==> config.mk <==
export PLATFORM = sky130hd
export DESIGN_NAME = uart_rx_gate
export DESIGN_NICKNAME = d
export VERILOG_FILES = /design/src/rtl/uart_rx_gate.sv
export SDC_FILE = /design/constraint.sdc
export NUM_CORES = 1
export LEC_CHECK = 0
export BUFFER_PORTS_ARGS = -buffer_cell sky130_fd_sc_hd__buf_4
export CAP_MARGIN = 10
export CORE_MARGIN = 2
export CORE_UTILIZATION = 58
export CTS_BUF_LIST = sky130_fd_sc_hd__clkbuf_2 sky130_fd_sc_hd__clkbuf_4 sky130_fd_sc_hd__clkbuf_8
export CTS_CLUSTER_SIZE = 8
export DETAILED_ROUTE_END_ITERATION = 10
export PLACE_DENSITY_LB_ADDON = 0.1
export REMOVE_ABC_BUFFERS = 1
export SLEW_MARGIN = 10
export SYNTH_ARGS = -nofsm -noshare
export SYNTH_HDL_FRONTEND = slang
export SYNTH_SLANG_ARGS = --single-unit
==> constraint.sdc <==
create_clock -name clk -period 2.5 [get_ports clk]
set_clock_uncertainty 0.15 [all_clocks]
set_input_delay 0.125 -clock clk [delete_from_list [all_inputs] [get_ports clk]]
set_output_delay 0.125 -clock clk [all_outputs]
set_load 0.1 [all_outputs]
==> src/rtl/uart_rx_gate.sv <==
module uart_rx_gate #(
  parameter int OVS = 16,
  parameter int DW  = 8
) (
  input  logic          clk,
  input  logic          rst_n,
  input  logic          baud_tick,
  input  logic          rx,
  input  logic          rx_en,
  input  logic          fifo_mode,
  input  logic [1:0]    par_cfg,
  input  logic          hold_rd,
  input  logic          fifo_full,
  output logic [DW-1:0] hold_data,
  output logic          fifo_wr,
  output logic [DW+1:0] fifo_wdata,
  output logic          rx_end,
  output logic          rx_err,
  output logic          st_pe,
  output logic          st_fe,
  output logic          st_ovr
);
  localparam int CW = $clog2(OVS);
  localparam int BW = $clog2(DW);
  localparam logic [CW-1:0] LAST = CW'(OVS - 1);
  localparam logic [CW-1:0] MID  = CW'(OVS / 2 - 1);
  localparam logic [BW-1:0] BLAST = BW'(DW - 1);

  typedef enum logic [2:0] {S_IDLE, S_START, S_DATA, S_PAR, S_STOP} st_t;
  st_t st;

  logic [CW-1:0] tcnt;
  logic [BW-1:0] bcnt;
  logic [DW-1:0] shreg;
  logic          pbit;
  logic          unread;

  wire par_on = (par_cfg == 2'b01) || (par_cfg == 2'b10);
  wire bit_pt = baud_tick && (tcnt == LAST);
  wire pe_now = par_on && ((^shreg ^ pbit) != (par_cfg == 2'b10));
  wire fe_now = !rx;
  wire blocked = fifo_mode ? fifo_full : (unread && !hold_rd);

  always_ff @(posedge clk or negedge rst_n) begin
    if (!rst_n) begin
      st         <= S_IDLE;
      tcnt       <= '0;
      bcnt       <= '0;
      shreg      <= '0;
      pbit       <= 1'b0;
      unread     <= 1'b0;
      hold_data  <= '0;
      fifo_wr    <= 1'b0;
      fifo_wdata <= '0;
      rx_end     <= 1'b0;
      rx_err     <= 1'b0;
      st_pe      <= 1'b0;
      st_fe      <= 1'b0;
      st_ovr     <= 1'b0;
    end else begin
      rx_end  <= 1'b0;
      rx_err  <= 1'b0;
      fifo_wr <= 1'b0;
      if (hold_rd) unread <= 1'b0;
      if (!rx_en) begin
        st     <= S_IDLE;
        tcnt   <= '0;
        bcnt   <= '0;
        st_pe  <= 1'b0;
        st_fe  <= 1'b0;
        st_ovr <= 1'b0;
      end else begin
        case (st)
          S_IDLE: if (baud_tick && !rx) begin
            st   <= S_START;
            tcnt <= '0;
          end
          S_START: if (baud_tick) begin
            if (tcnt == MID) begin
              tcnt <= '0;
              bcnt <= '0;
              st   <= rx ? S_IDLE : S_DATA;
            end else tcnt <= tcnt + 1'b1;
          end
          S_DATA: if (bit_pt) begin
            tcnt  <= '0;
            shreg <= {rx, shreg[DW-1:1]};
            if (bcnt == BLAST) begin
              bcnt <= '0;
              st   <= par_on ? S_PAR : S_STOP;
            end else bcnt <= bcnt + 1'b1;
          end else if (baud_tick) tcnt <= tcnt + 1'b1;
          S_PAR: if (bit_pt) begin
            tcnt <= '0;
            pbit <= rx;
            st   <= S_STOP;
          end else if (baud_tick) tcnt <= tcnt + 1'b1;
          S_STOP: if (bit_pt) begin
            tcnt  <= '0;
            st    <= S_IDLE;
            st_pe <= st_pe | pe_now;
            st_fe <= st_fe | fe_now;
            if (blocked) begin
              st_ovr <= 1'b1;
              rx_err <= 1'b1;
            end else begin
              if (fifo_mode) begin
                fifo_wr    <= 1'b1;
                fifo_wdata <= {fe_now, pe_now, shreg};
              end else begin
                hold_data <= shreg;
                unread    <= 1'b1;
              end
              rx_err <= pe_now | fe_now;
              rx_end <= !(pe_now | fe_now);
            end
          end else if (baud_tick) tcnt <= tcnt + 1'b1;
          default: st <= S_IDLE;
        endcase
      end
    end
  end
endmodule

* Word-level counts from Yosys, hierarchy flattened
Cells that the tools add are included.
Operators by class: multiplexer cells 54, equal/unequal tests 23, bitwise logic cells 6, $add $sub $neg 2, reductions and logical operators 20
Operators with widths (number):
- $mux W3 | 14
- $mux W1 | 30
- $mux W4 | 6
- $ne A3 B3 Y1 const B | 7
- $pmux W3 S5 | 1
- $pmux W4 S3 | 1
- $reduce_and A5 Y1 | 2
- $reduce_and A3 Y1 | 3
- $reduce_and A4 Y1 | 2
- $reduce_xor A8 Y1 | 1
- $reduce_and A7 Y1 | 1
- $eq A3 B2 Y1 const B | 2
- $eq A3 B3 Y1 const B | 2
- $ne A2 B1 Y1 const B | 3
- $pmux W3 S2 | 1
- $add A4 B1 Y4 const B | 1
- $eq A4 B3 Y1 const B | 1
- $eq A4 B4 Y1 const B | 1
- $logic_and A1 B1 Y1 | 4
- $ne A4 B2 Y1 const B | 1
- $ne A4 B3 Y1 const B | 1
- $add A3 B1 Y3 const B | 1
- $eq A3 B1 Y1 const B | 1
- $logic_not A1 Y1 | 3
- 12 further kinds | 15
Storage, ports and cells: bits in registers 44, word-level logic and storage cells 119, output and inout port bits 24, bits of input ports 10

* Logic depth before layout (Yosys ltp)
Gate-level depths: netlist of run 1.
word-level depth 10, mapped depth 7, mapped depth without buffers 7

* Worst setup path before layout of run 1
No wires, ideal clock.
path type register -> register, from reg tcnt[0], to reg fifo_wdata[0], cell stages (with the launch flop) 7, clock period less this slack 2.076 ns, setup time 0.125 ns, setup slack 0.424 ns, arrival 1.800 ns, cells stage by stage dfrtp_1 -> ha_1 -> and4_4 -> nand3_4 -> or3b_4 -> buf_6 -> mux2_4
On the way: word-level cells in the longest chain between the ends 3
RTL lines:
- from (decl) | RTL line 32 | logic [CW-1:0] tcnt;
- from (signal assigned) | RTL line 83 | end else tcnt <= tcnt + 1'b1;
- from (signal assigned) | RTL line 92 | end else if (baud_tick) tcnt <= tcnt + 1'b1;
- from (signal assigned) | RTL line 97 | end else if (baud_tick) tcnt <= tcnt + 1'b1;
- $eq A4 B4 Y1 | RTL line 39 | wire bit_pt = baud_tick && (tcnt == LAST);
- $logic_and A1 B1 Y1 | RTL line 39
- $reduce_and A5 Y1 (no line)
- to (signal assigned) | RTL line 109 | fifo_wdata <= {fe_now, pe_now, shreg};
- to (decl) | RTL line 16 | output logic [DW+1:0] fifo_wdata,
Every way passes these cells. A chain may end at the register's enable or synchronous reset.

* Final worst setup path of run 1
from reg tcnt[0], to reg fifo_wdata[8]
The elaborated chain is that of the path after synthesis.

==> results of run 1 <==
==> registers in the layout, summed over array words and instances, names as in the netlist <==
name and cells:
bcnt 3, fifo_wdata 10, fifo_wr 1, hold_data 8, pbit 1, rx_end 1, rx_err 1, shreg 8
st 3, st_fe 1, st_ovr 1, st_pe 1, tcnt 4, unread 1
==> path summary, 6_finish.rpt <==
path                                    from            end  slack, ps  depth (start not counted)
max in group asynchronous              rst_n   hold_data[6]       1670                          2
worst min register to register  hold_data[7]   hold_data[7]        370                          1
min in group asynchronous              rst_n        bcnt[0]        130                          2
worst max register to register       tcnt[0]  fifo_wdata[8]        160                          6
worst min-delay path              par_cfg[1]          st_pe         40                          3
worst max-delay path                 tcnt[0]  fifo_wdata[8]        160                          6
==> cell usage after synthesis, types with 2 or more instances <==
master	count	share of area, %
sky130_fd_sc_hd__dfrtp_1	44	52
sky130_fd_sc_hd__mux2_2	20	11
sky130_fd_sc_hd__nor2_1	12	2.1
sky130_fd_sc_hd__nand2_1	10	1.8
sky130_fd_sc_hd__o21ai_0	10	2.4
sky130_fd_sc_hd__mux2_4	8	5.7
sky130_fd_sc_hd__nand2b_1	7	2.1
sky130_fd_sc_hd__a21oi_1	6	1.4
sky130_fd_sc_hd__xnor2_1	6	2.5
sky130_fd_sc_hd__inv_1	5	0.89
sky130_fd_sc_hd__ha_1	4	2.4
sky130_fd_sc_hd__nand3_1	4	0.95
sky130_fd_sc_hd__buf_2	3	0.71
sky130_fd_sc_hd__o22ai_1	3	0.89
sky130_fd_sc_hd__nand4_1	2	0.59
sky130_fd_sc_hd__nor2b_1	2	0.59
sky130_fd_sc_hd__nor3_1	2	0.47
sky130_fd_sc_hd__nor3b_1	2	0.71
sky130_fd_sc_hd__nor3b_2	2	1.2
sky130_fd_sc_hd__o211ai_1	2	0.71
sky130_fd_sc_hd__o31ai_1	2	0.71
==> layout by cell type, fill, tap and decap left out, drive strengths merged, types with 2 or more instances in the layout <==
master	synthesis	layout
xnor2	6	6
nor3b	4	4
ha	4	4
mux2	28	28
buf	4	37
dlygate4sd3	0	7
o211ai	2	2
nand3	5	5
nor2b	2	2
nand2	10	10
o31ai	2	2
o22ai	3	3
inv	5	5
o21ai	10	10
clkbuf	1	6
nand4	2	2
nand2b	7	7
and4	2	2
nor2	12	12
a21oi	6	6
dfrtp	44	44
nor3	2	2
==> metal layers <==
layer | part of all wire, % | track usage, % | vias up
met3 | 2.9 | 4.58 | 6
li1 | - | - | 721
met4 | 1.6 | 8.78 | 0
met5 | 0 | 0 | -
met2 | 53 | 40.8 | 26
met1 | 43 | 30.5 | 758
==> logic make-up after synthesis <==
logic type,after synthesis
AOI/OAI and AO/OA,28
muxes,29
DFF,44
buffers and inverters,10
and+or+nand+nor,51
xor gates and xnor gates,8
adders and majority gates,4
==> stage by stage <==
stage          instances  hold WS [ps]  power, uW
2_1_floorplan        169          -321        771
3_3_place_gp         252         -12.6        811
3_5_place_dp         252         -2.36        816
5_1_grt              266          48.8       1190
4_1_cts              266          30.9       1150
6_report             266          39.3       1140
==> area by class of cell <==
cell class,instances,area [um^2]
fillers,241,878
flip-flops and latches,44,1100
clock inverters,1,5.00
repair buffers,44,348
clock buffers,6,45.0
well taps,46,57.6
multi-input cells,120,962
inverters,5,18.8
==> power by group through the flow <==
stage	combinational, uW	sequential, uW	clock [uW]
floorplan	36.8	734	0
global placement	80.2	731	0
detailed placement	84.3	731	0
CTS	90.9	718	342
global route	101	718	368
finish	90.0	718	332
==> what timing repair did <==
item / 4_1_cts / 5_1_grt
endpoints found under the hold margin: 55 / 0
hold buffers: 7 / 0
buffers inserted: 0 / 0
==> worst max-delay path, cell delays in order, from the launching register on <==
cell	delay [ps]
sky130_fd_sc_hd__dfrtp_1	420
sky130_fd_sc_hd__ha_1	260
sky130_fd_sc_hd__and4_4	290
sky130_fd_sc_hd__nand3_4	120
sky130_fd_sc_hd__or3b_4	530
sky130_fd_sc_hd__inv_1	110
sky130_fd_sc_hd__mux2_2	330
==> out/metrics.sh, run 1 <==
OUTCOME='finished, final reports clean'
DIE_OUTLINE_HEIGHT_UM=64.3
WORSTMARGINPINSLEW_PS=561
PORTBUFFERS=33
TIMING_MAX_TRANSITION_VIOLATIONS_FINAL=0
TIMING.SETUP.CRITICAL_PATH_CLASS='reg2reg'
PLACE.DETAILED.HPWL_UM=3190
SETUP_WS_PS=161
RSZ_0062_RAISED_AFTER_GLOBAL_ROUTING='no'
FINAL_DESIGN_AREA_NO_FILL_UM2=2540
AREA_OF_THE_PLACEABLE_CORE_UM2=3420
POST_DRT_WL_PER_CELL_UM=16.4
FINALCRITICALPERIOD_PS=2340
GRT_ANTENNA_BEFORE_REPAIR=0
FINAL_CORE_UTILIZATION_PCT=74.3
DIE_WIDTH_UM=64.3
CP_MAX_FO=11
WORST_SKEW_PAIR.LATE_LATENCY_PS=350
P_SW_SHARE_PCT=23.9
SYNTH.DISTINCT_CELLS=39
POST-ROUTE-DRC-COUNT=0
SEQ_POWER_SHARE_PCT=63.0
YOSYSSEQAREASHARE_PCT=52.1
SYNTH_TOP_FAMILY_BY_AREA='multiplexers'
DIEAREA_UM2=4140
SYNTH-SEQ-CELLS=44
P_INT_uW=867
CLOCK.FMAX_MHz=427
SYN-MEAN-INSTANCE-AREA_UM2=12.1
MIN_PATH_TYPE='in2reg'
CTS_ROOT_BUF='sky130_fd_sc_hd__clkbuf_4'
SYN_TO_FINAL_GROWTH_PCT=20.1
SYNTH_FLOP_CELL='sky130_fd_sc_hd__dfrtp_1'
TIMING_HOLD_VIOLATIONS_FINAL=0
WORSTPATHREQUIRED_PS=2580
TRITONCTS_CLOCK_TREE='done'
VIAS=1511
INITIAL_UTILIZATION_PCT=61.8
SYNTHXORXNORAREAFRAC_PCT=3.97
COUNT_OF_FLIP_FLOPS_WITH_A_BUILT_IN_ENABLE_AFTER_SYNTHESIS=0
YOSYS.AREA_SHARE.ADDER_PCT=2.37
ROUTE.DETAILED.VIAS_PER_INST=5.68
FIRST_GLOBAL_VIAS=1543
FINALCRITPERIODSHARE_PCT=93.6
END_KIND='flop'
FINAL_LAYOUT_SIZE_SUFFIX_GT1_SHARE_PCT=35.5
ASYNC_RESET_FF_SHARE_PCT=100
GLOBALROUTE.TOTALOVERFLOW=0
TIMING.MAX_CAP.VIOLATIONS=0
TRITONCTS.NUM_BUFFERS=5
PEAKVDDDROP_uV=303
NUM_IO_PINS=34
WORST_SETUP_HOLD_PATH_CLK_SLEW_PS=130
ROUTED_WL_UM=4370
FINAL_COUNT_OF_NEGATIVE_SETUP_SLACK_ENDPOINTS=0
GP_CONGESTION=0.866
SYNTH.CELL_AREA_UM2=2110
POST_DP_CELL_AREA_UM2=2420
PRECTSSETUPSLACK_PS=216
COMB_PWR_SHARE_PCT=7.9
GRT_FIRST_PASS_WIRELENGTH_UM=7470
FINALNETCOUNT=234
POWER_SWITCHING_uW=273
WORSTSETUPSTARTPOINTTYPE='flop'
POST_SYNTH_AND_OR_NAND_NOR_AREA_FRACTION_PCT=14.3
CTS_REPAIR_RESIZE_COUNT=0
SYNTHCELLS=174
SYNTH_COMPOUND_AREA_SHARE_PCT=8.06
PWR_DENSITY_CELL_nW_PER_UM2=449
FIRST_ITER_VIOLATIONS=55
CTS-HTREE-LEVELS=2
INSERTEDDIODECOUNT=0
WORSTPATHARRIVAL_PS=2420
SLEW-LIMIT-HEADROOM_PCT=62.3
ANT_NETS=0
GLOBAL_ROUTE.USAGE.TOTAL_PCT=23.9
CLOCKBUFFERDEPTH=2
FIRSTDRTPASSITERS=4
SINKS_ON_THE_CLOCK_NET=44
SYNTH.AREA.MUX_SHARE_PCT=16.8
GRT_START_MAX_NET_PINS=45
TOTAL_LEAKAGE_POWER_uW=0.00130
SITE_ROWS=21
P_CLK_SHARE_PCT=29.1
SYNTH.YOSYS.WARNINGS=0
TIMING.SETUP.TNS_PS=0
Power figures use the tool's default switching activity.
==> run 2: changes to the inputs <==
Settings changed: BUFFER_PORTS_ARGS -buffer_cell sky130_fd_sc_hd__buf_4 to not set, CORE_UTILIZATION 58 to 65, DONT_BUFFER_PORTS set to 1.
==> run 2 against run 1 <==
First-iteration DRC count grew 76%; clock power up 12%; non-clock buffer count decreased by 28; die area down 10%; sequential cell count is the same; core utilization rose by 2.3 points; wire length decreased by 3.0%; maximum frequency decreased by 0.48%; sequential share of layout area rose by 3.3 points; critical path type unchanged; critical endpoint unchanged; largest power group unchanged.
==> out/metrics.sh, run 2 (synthesized netlist as in run 1, its figures left out) <==
GRT_START_MAX_NET_PINS=45
LARGEST_REGISTERS='fifo_wdata x10, hold_data x8, shreg x8'
REGAREA_UM2=1100
FINAL_COUNT_OF_NEGATIVE_SETUP_SLACK_ENDPOINTS=0
TIMING.CRITICAL_PATH.SLOWEST_CELL_DELAY_PS=550
FINALCRITPERIODSHARE_PCT=94.0
FIRST_GLOBAL_VIAS=1445
GP_CONGESTION=0.861
P_SW_SHARE_PCT=23.5
REGTOREGENDPOINT='fifo_wdata[8]'
R2R_CELLS=6
CLOCKBUFFERDEPTH=2
R2R_SLACK_PS=150
SYN_TO_FINAL_GROWTH_PCT=11.6
POWER_SWITCHING_uW=276
ROUTED_WL_UM=4240
WORSTHOLDENDPOINT='hold_data[2]'
MIN_PATH_TYPE='in2reg'
NUMBER_OF_CELLS_ON_THE_WORST_HOLD_PATH=3
CTS-HTREE-LEVELS=2
DIEAREA_UM2=3720
LARGEST_REGISTER='fifo_wdata'
TIMING_HOLD_VIOLATIONS_FINAL=0
INITIAL_UTILIZATION_PCT=68.6
CRITPATHSLOWESTCELL='sky130_fd_sc_hd__or3b_4'
WORSTMARGINPINSLEW_PS=935
CRITICAL-PATH-TOP-DELAY-FAMILY='simple AND/OR/NAND/NOR gates'
END_KIND='flop'
LARGEST_REGISTER_FF_COUNT=10
OUTCOME='finished, final reports clean'
TRITONCTS_CLOCK_TREE='done'
POST-CTS-SETUP-BUFFER-COUNT=0
WORSTPATHARRIVAL_PS=2460
CP_MAX_FO=11
FILLERINSTANCES=221
TIMING.SETUP.TNS_PS=0
FINAL-INSTANCE-COUNT-EXCL-FILL=237
VIAS=1417
WORSTREG2REGSTART='tcnt[0]'
HOLDBUFCOUNTCTS=9
CTS_REPAIR_RESIZE_COUNT=0
AREA_OF_THE_MULTI_INPUT_GATES_UM2=962
TIMING.MAX_CAP.VIOLATIONS=0
RSZ_0062_RAISED_AFTER_GLOBAL_ROUTING='no'
FIRSTDRTPASSITERS=4
PLACED_CELLS=220
FINALCRITICALPERIOD_PS=2350
LAYOUT_COMMONEST_CELL='sky130_fd_sc_hd__dfrtp_1'
HOLD_PATH_STARTPOINT='fifo_mode'
WORSTPATHREQUIRED_PS=2610
POST-ROUTE-DRC-COUNT=0
PEAKVDDDROP_uV=375
DIE_WIDTH_UM=61
ROUTE.DETAILED.VIAS_PER_INST=5.98
WORST_SETUP_HOLD_PATH_CLK_SLEW_PS=130
PWR_DENSITY_CELL_nW_PER_UM2=497
COMB_PWR_SHARE_PCT=7.0
GLOBALROUTE.TOTALOVERFLOW=0
WORSTPATHCELLLIST='ha_1 -> and4_4 -> nand3_4 -> or3b_4 -> inv_1 -> mux2_2'
POST_DRT_WL_PER_CELL_UM=17.9
WORST_SKEW_PAIR.LATE_LATENCY_PS=360
ANT_NETS=0
FIRST_ITER_VIOLATIONS=97
HIGHEST_COUNT_CELLS_IN_THE_LAYOUT_IGNORING_FILL_AND_TAPS='sky130_fd_sc_hd__dfrtp_1, sky130_fd_sc_hd__mux2_2, sky130_fd_sc_hd__nor2_1, sky130_fd_sc_hd__o21ai_0, sky130_fd_sc_hd__nand2_1'
FINAL_LAYOUT_SIZE_SUFFIX_GT1_SHARE_PCT=25.9
DIE_OUTLINE_HEIGHT_UM=61
PORTBUFFERS=0
GLOBAL_ROUTE.USAGE.TOTAL_PCT=26.7
SINKS_ON_THE_CLOCK_NET=44
P_INT_uW=896
WHS_PS=44.8
P_CLK_SHARE_PCT=31.7
SLEW-LIMIT-HEADROOM_PCT=37.7
SEQ_POWER_SHARE_PCT=61.3
TIMING.SETUP.CRITICAL_PATH_CLASS='reg2reg'
SITE_ROWS=20
TIMING.CRITICAL_PATH.BUF_INV=1
CLOCK.FMAX_MHz=425
GRT_FIRST_PASS_WIRELENGTH_UM=7000
TOTAL_LEAKAGE_POWER_uW=0.00116
AREA_OF_THE_PLACEABLE_CORE_UM2=3080
PLACE.DETAILED.HPWL_UM=2880
FINALNETCOUNT=206
INSERTEDDIODECOUNT=0
CTS_ROOT_BUF='sky130_fd_sc_hd__clkbuf_4'
NUM_IO_PINS=34
TRITONCTS.NUM_BUFFERS=5
WORSTSETUPSTARTPOINTTYPE='flop'
GRT_ANTENNA_BEFORE_REPAIR=0
TIMING_MAX_TRANSITION_VIOLATIONS_FINAL=0
run 2: final cells by class:
cell class,count,area share (%)
clock inverters,1,0.319
repair buffers,16,6.48
multi-input cells,120,40.8
clock buffers,7,2.50
inverters,5,0.797
flip-flops and latches,44,46.7
well taps,44,2.34
run 2: through the flow:
step	util, %	power (uW)	setup slack, ps	cell area, um^2
after floorplan	-	771	359	2080
after global placement	71.1	780	282	2190
after detailed placement	71.1	783	177	2190
after CTS	76.5	1180	159	2360
after global routing	76.5	1230	57.9	2360
final	76.5	1170	149	2360
run 2: how the worst max path moves through the flow:
stage                 start             to  slack (ps)  depth (start not counted)
global route        tcnt[0]  fifo_wdata[8]          60                          6
floorplan           tcnt[0]  fifo_wdata[8]         360                          6
global placement    tcnt[0]  fifo_wdata[8]         280                          6
finish              tcnt[0]  fifo_wdata[8]         150                          6
detailed placement  tcnt[0]  fifo_wdata[8]         180                          6
CTS                 tcnt[0]  fifo_wdata[8]         160                          6
run 2: power groups by stage:
stage,registers [uW],clock network (uW),logic [uW]
after global routing,719,421,91.2
after floorplan,734,0,36.8
after global placement,732,0,48.3
after CTS,719,381,81.3
after detailed placement,732,0,50.9
final,719,371,81.8
run 2: routing by layer:
metal / share of wire, % / wire (um) / vias up / global-route usage, %
met5: 0 / 0 / - / 0
met4: 1.4 / 59 / 0 / 8.39
met3: 7.7 / 326 / 7 / 8.96
met2: 49 / 2060 / 56 / 44.2
met1: 42 / 1790 / 696 / 33.1
li1: - / - / 658 / -
run 2: worst reg2reg max path, stage by stage, from the launching register on:
cell,delay (ps)
sky130_fd_sc_hd__dfrtp_1,410
sky130_fd_sc_hd__ha_1,270
sky130_fd_sc_hd__and4_4,300
sky130_fd_sc_hd__nand3_4,120
sky130_fd_sc_hd__or3b_4,550
sky130_fd_sc_hd__inv_1,120
sky130_fd_sc_hd__mux2_2,330
==> run 3: changes to the inputs <==
Settings changed: CORE_MARGIN 2 to not set.
==> run 3 against run 2 <==
Non-clock buffer count grew 1; critical endpoint unchanged; wire length shrank 3.6%; first-iteration DRC count grew 11%; die area shrank 6.4%; core utilization grew 0.16 points; cell count grew 0.42%; critical path type unchanged; hold slack lost 20 ps; clock-buffer cell count shrank 2; maximum frequency is essentially flat; sequential cell count is the same; combinational power is essentially flat.
==> out/metrics.sh, run 3 (synthesized netlist as in run 1, its figures left out) <==
CTS_REPAIR_RESIZE_COUNT=0
LAYOUT_COMMONEST_CELL='sky130_fd_sc_hd__dfrtp_1'
WORSTSETUPSTARTPOINTTYPE='flop'
TIMING.MAX_CAP.VIOLATIONS=0
RSZ_0062_RAISED_AFTER_GLOBAL_ROUTING='no'
DIE_WIDTH_UM=59
PORTBUFFERS=0
SINKS_ON_THE_CLOCK_NET=44
CLOCK.FMAX_MHz=426
GP_CONGESTION=0.860
POST-CTS-SETUP-BUFFER-COUNT=0
PWR_DENSITY_CELL_nW_PER_UM2=487
OUTCOME='finished, final reports clean'
INITIAL_UTILIZATION_PCT=68.6
POWER.TOTAL_uW=1150
FINALNETCOUNT=207
SYN_TO_FINAL_GROWTH_PCT=11.8
VIAS=1426
FINAL_COUNT_OF_NEGATIVE_SETUP_SLACK_ENDPOINTS=0
NUM_IO_PINS=34
SITE_ROWS=20
FIRST_ITER_VIOLATIONS=108
TIMING.SETUP.CRITICAL_PATH_CLASS='reg2reg'
WORSTMARGINPINSLEW_PS=941
FINALCRITPERIODSHARE_PCT=93.9
TIMING.SETUP.TNS_PS=0
POST_DP_CELL_AREA_UM2=2190
TRITONCTS_CLOCK_TREE='done'
FINAL_LAYOUT_SIZE_SUFFIX_GT1_SHARE_PCT=25.8
HIGHEST_COUNT_CELLS_IN_THE_LAYOUT_IGNORING_FILL_AND_TAPS='sky130_fd_sc_hd__dfrtp_1, sky130_fd_sc_hd__mux2_2, sky130_fd_sc_hd__nor2_1, sky130_fd_sc_hd__o21ai_0, sky130_fd_sc_hd__nand2_1'
DIE_OUTLINE_HEIGHT_UM=59
TIMING_MAX_TRANSITION_VIOLATIONS_FINAL=0
WHS_PS=24.9
ROUTE.DETAILED.VIAS_PER_INST=5.99
TOTAL_LEAKAGE_POWER_uW=0.00115
TRITONCTS.NUM_BUFFERS=5
GRT_ANTENNA_BEFORE_REPAIR=0
MIN_PATH_TYPE='in2reg'
PRECTSSETUPSLACK_PS=190
AREA_OF_THE_PLACEABLE_CORE_UM2=3080
ANT_NETS=0
CTS_ROOT_BUF='sky130_fd_sc_hd__clkbuf_4'
POST-ROUTE-DRC-COUNT=0
TIMING_HOLD_VIOLATIONS_FINAL=0
GLOBALROUTE.TOTALOVERFLOW=0
FINALCRITICALPERIOD_PS=2350
WORST_SKEW_PAIR.LATE_LATENCY_PS=360
FIRST_GLOBAL_VIAS=1430
GRT_FIRST_PASS_WIRELENGTH_UM=6790
SLEW-LIMIT-HEADROOM_PCT=37.3
FILLERINSTANCES=210
LARGEST_REGISTERS='fifo_wdata x10, hold_data x8, shreg x8'
FINAL_DESIGN_AREA_NO_FILL_UM2=2360
FIRSTDRTPASSITERS=4
WORST_SETUP_HOLD_PATH_CLK_SLEW_PS=140
SETUP_WS_PS=151
CLOCKBUFFERDEPTH=2
WORSTPATHARRIVAL_PS=2470
GLOBAL_ROUTE.USAGE.TOTAL_PCT=26.9
LARGEST_REGISTER_FF_COUNT=10
END_KIND='flop'
INSERTEDDIODECOUNT=0
POST_DRT_WL_PER_CELL_UM=17.2
PLACE.DETAILED.HPWL_UM=2770
PEAKVDDDROP_uV=326
R2R_SLACK_PS=150
CTS-HTREE-LEVELS=2
GRT_START_MAX_NET_PINS=45
DIEAREA_UM2=3480
CP_MAX_FO=11
ROUTED_WL_UM=4090
LARGEST_REGISTER='fifo_wdata'
WORSTPATHREQUIRED_PS=2620
==> run 3: changes by cell type in the layout (fill, tap and decap cells not counted), sizes merged <==
cell,before,now
clkinv,0,1
dlygate4sd3,8,9
clkbuf,7,5
clkinvlp,1,2
==> run 3: repair_timing <==
item,CTS,global route
setup endpoints to repair,0,0
endpoints found under the hold margin,64,0
hold buffers,10,0
==> run 3: layer usage <==
layer	vias up	track usage [%]	wire length, um
li1	660	-	-
met1	694	36.7	1780
met2	63	41.6	1930
met3	9	6.11	307
met4	0	11.6	68
met5	-	0	0
==> run 3: worst max-delay path, stage by stage (launching register included) <==
cell	delay (ps)
sky130_fd_sc_hd__dfrtp_1	410
sky130_fd_sc_hd__ha_1	270
sky130_fd_sc_hd__and4_4	300
sky130_fd_sc_hd__nand3_4	130
sky130_fd_sc_hd__or3b_4	550
sky130_fd_sc_hd__inv_1	120
sky130_fd_sc_hd__mux2_2	330
==> run 3: where the power goes <==
part	total (uW)	switching (uW)	internal (uW)
clock network	349	238	111
registers	719	3.65	715
logic	81.6	48.4	33.2
total	1150	290	859
==> run 3: final timing paths <==
check,depth (start not counted),from,end
hold reg to reg,1,bcnt[1],bcnt[1]
setup reg to reg,6,tcnt[0],fifo_wdata[8]
min in group asynchronous,2,rst_n,hold_data[1]
hold / removal,3,par_cfg[0],st_pe
max in group asynchronous,2,rst_n,hold_data[5]
setup / recovery,6,tcnt[0],fifo_wdata[8]
==> run 3: per-stage QoR <==
| stage | utilization [%] | instances |
|---|---|---|
| 2_1_floorplan | - | 169 |
| 3_3_place_gp | 71.1 | 220 |
| 3_5_place_dp | 71.1 | 220 |
| 4_1_cts | 76.7 | 238 |
| 5_1_grt | 76.7 | 238 |
| 6_report | 76.7 | 238 |
==> run 3: area by class of cell <==
class / count / area (um^2) / share of cell area [%]
Sequential cell: 44 / 1100 / 46.6
Timing Repair Buffer: 17 / 163 / 6.89
Multi-Input combinational cell: 120 / 962 / 40.8
Clock inverter: 3 / 23.8 / 1.01
Clock buffer: 5 / 37.5 / 1.59
Inverter: 5 / 18.8 / 0.795
Tap cell: 44 / 55.1 / 2.33
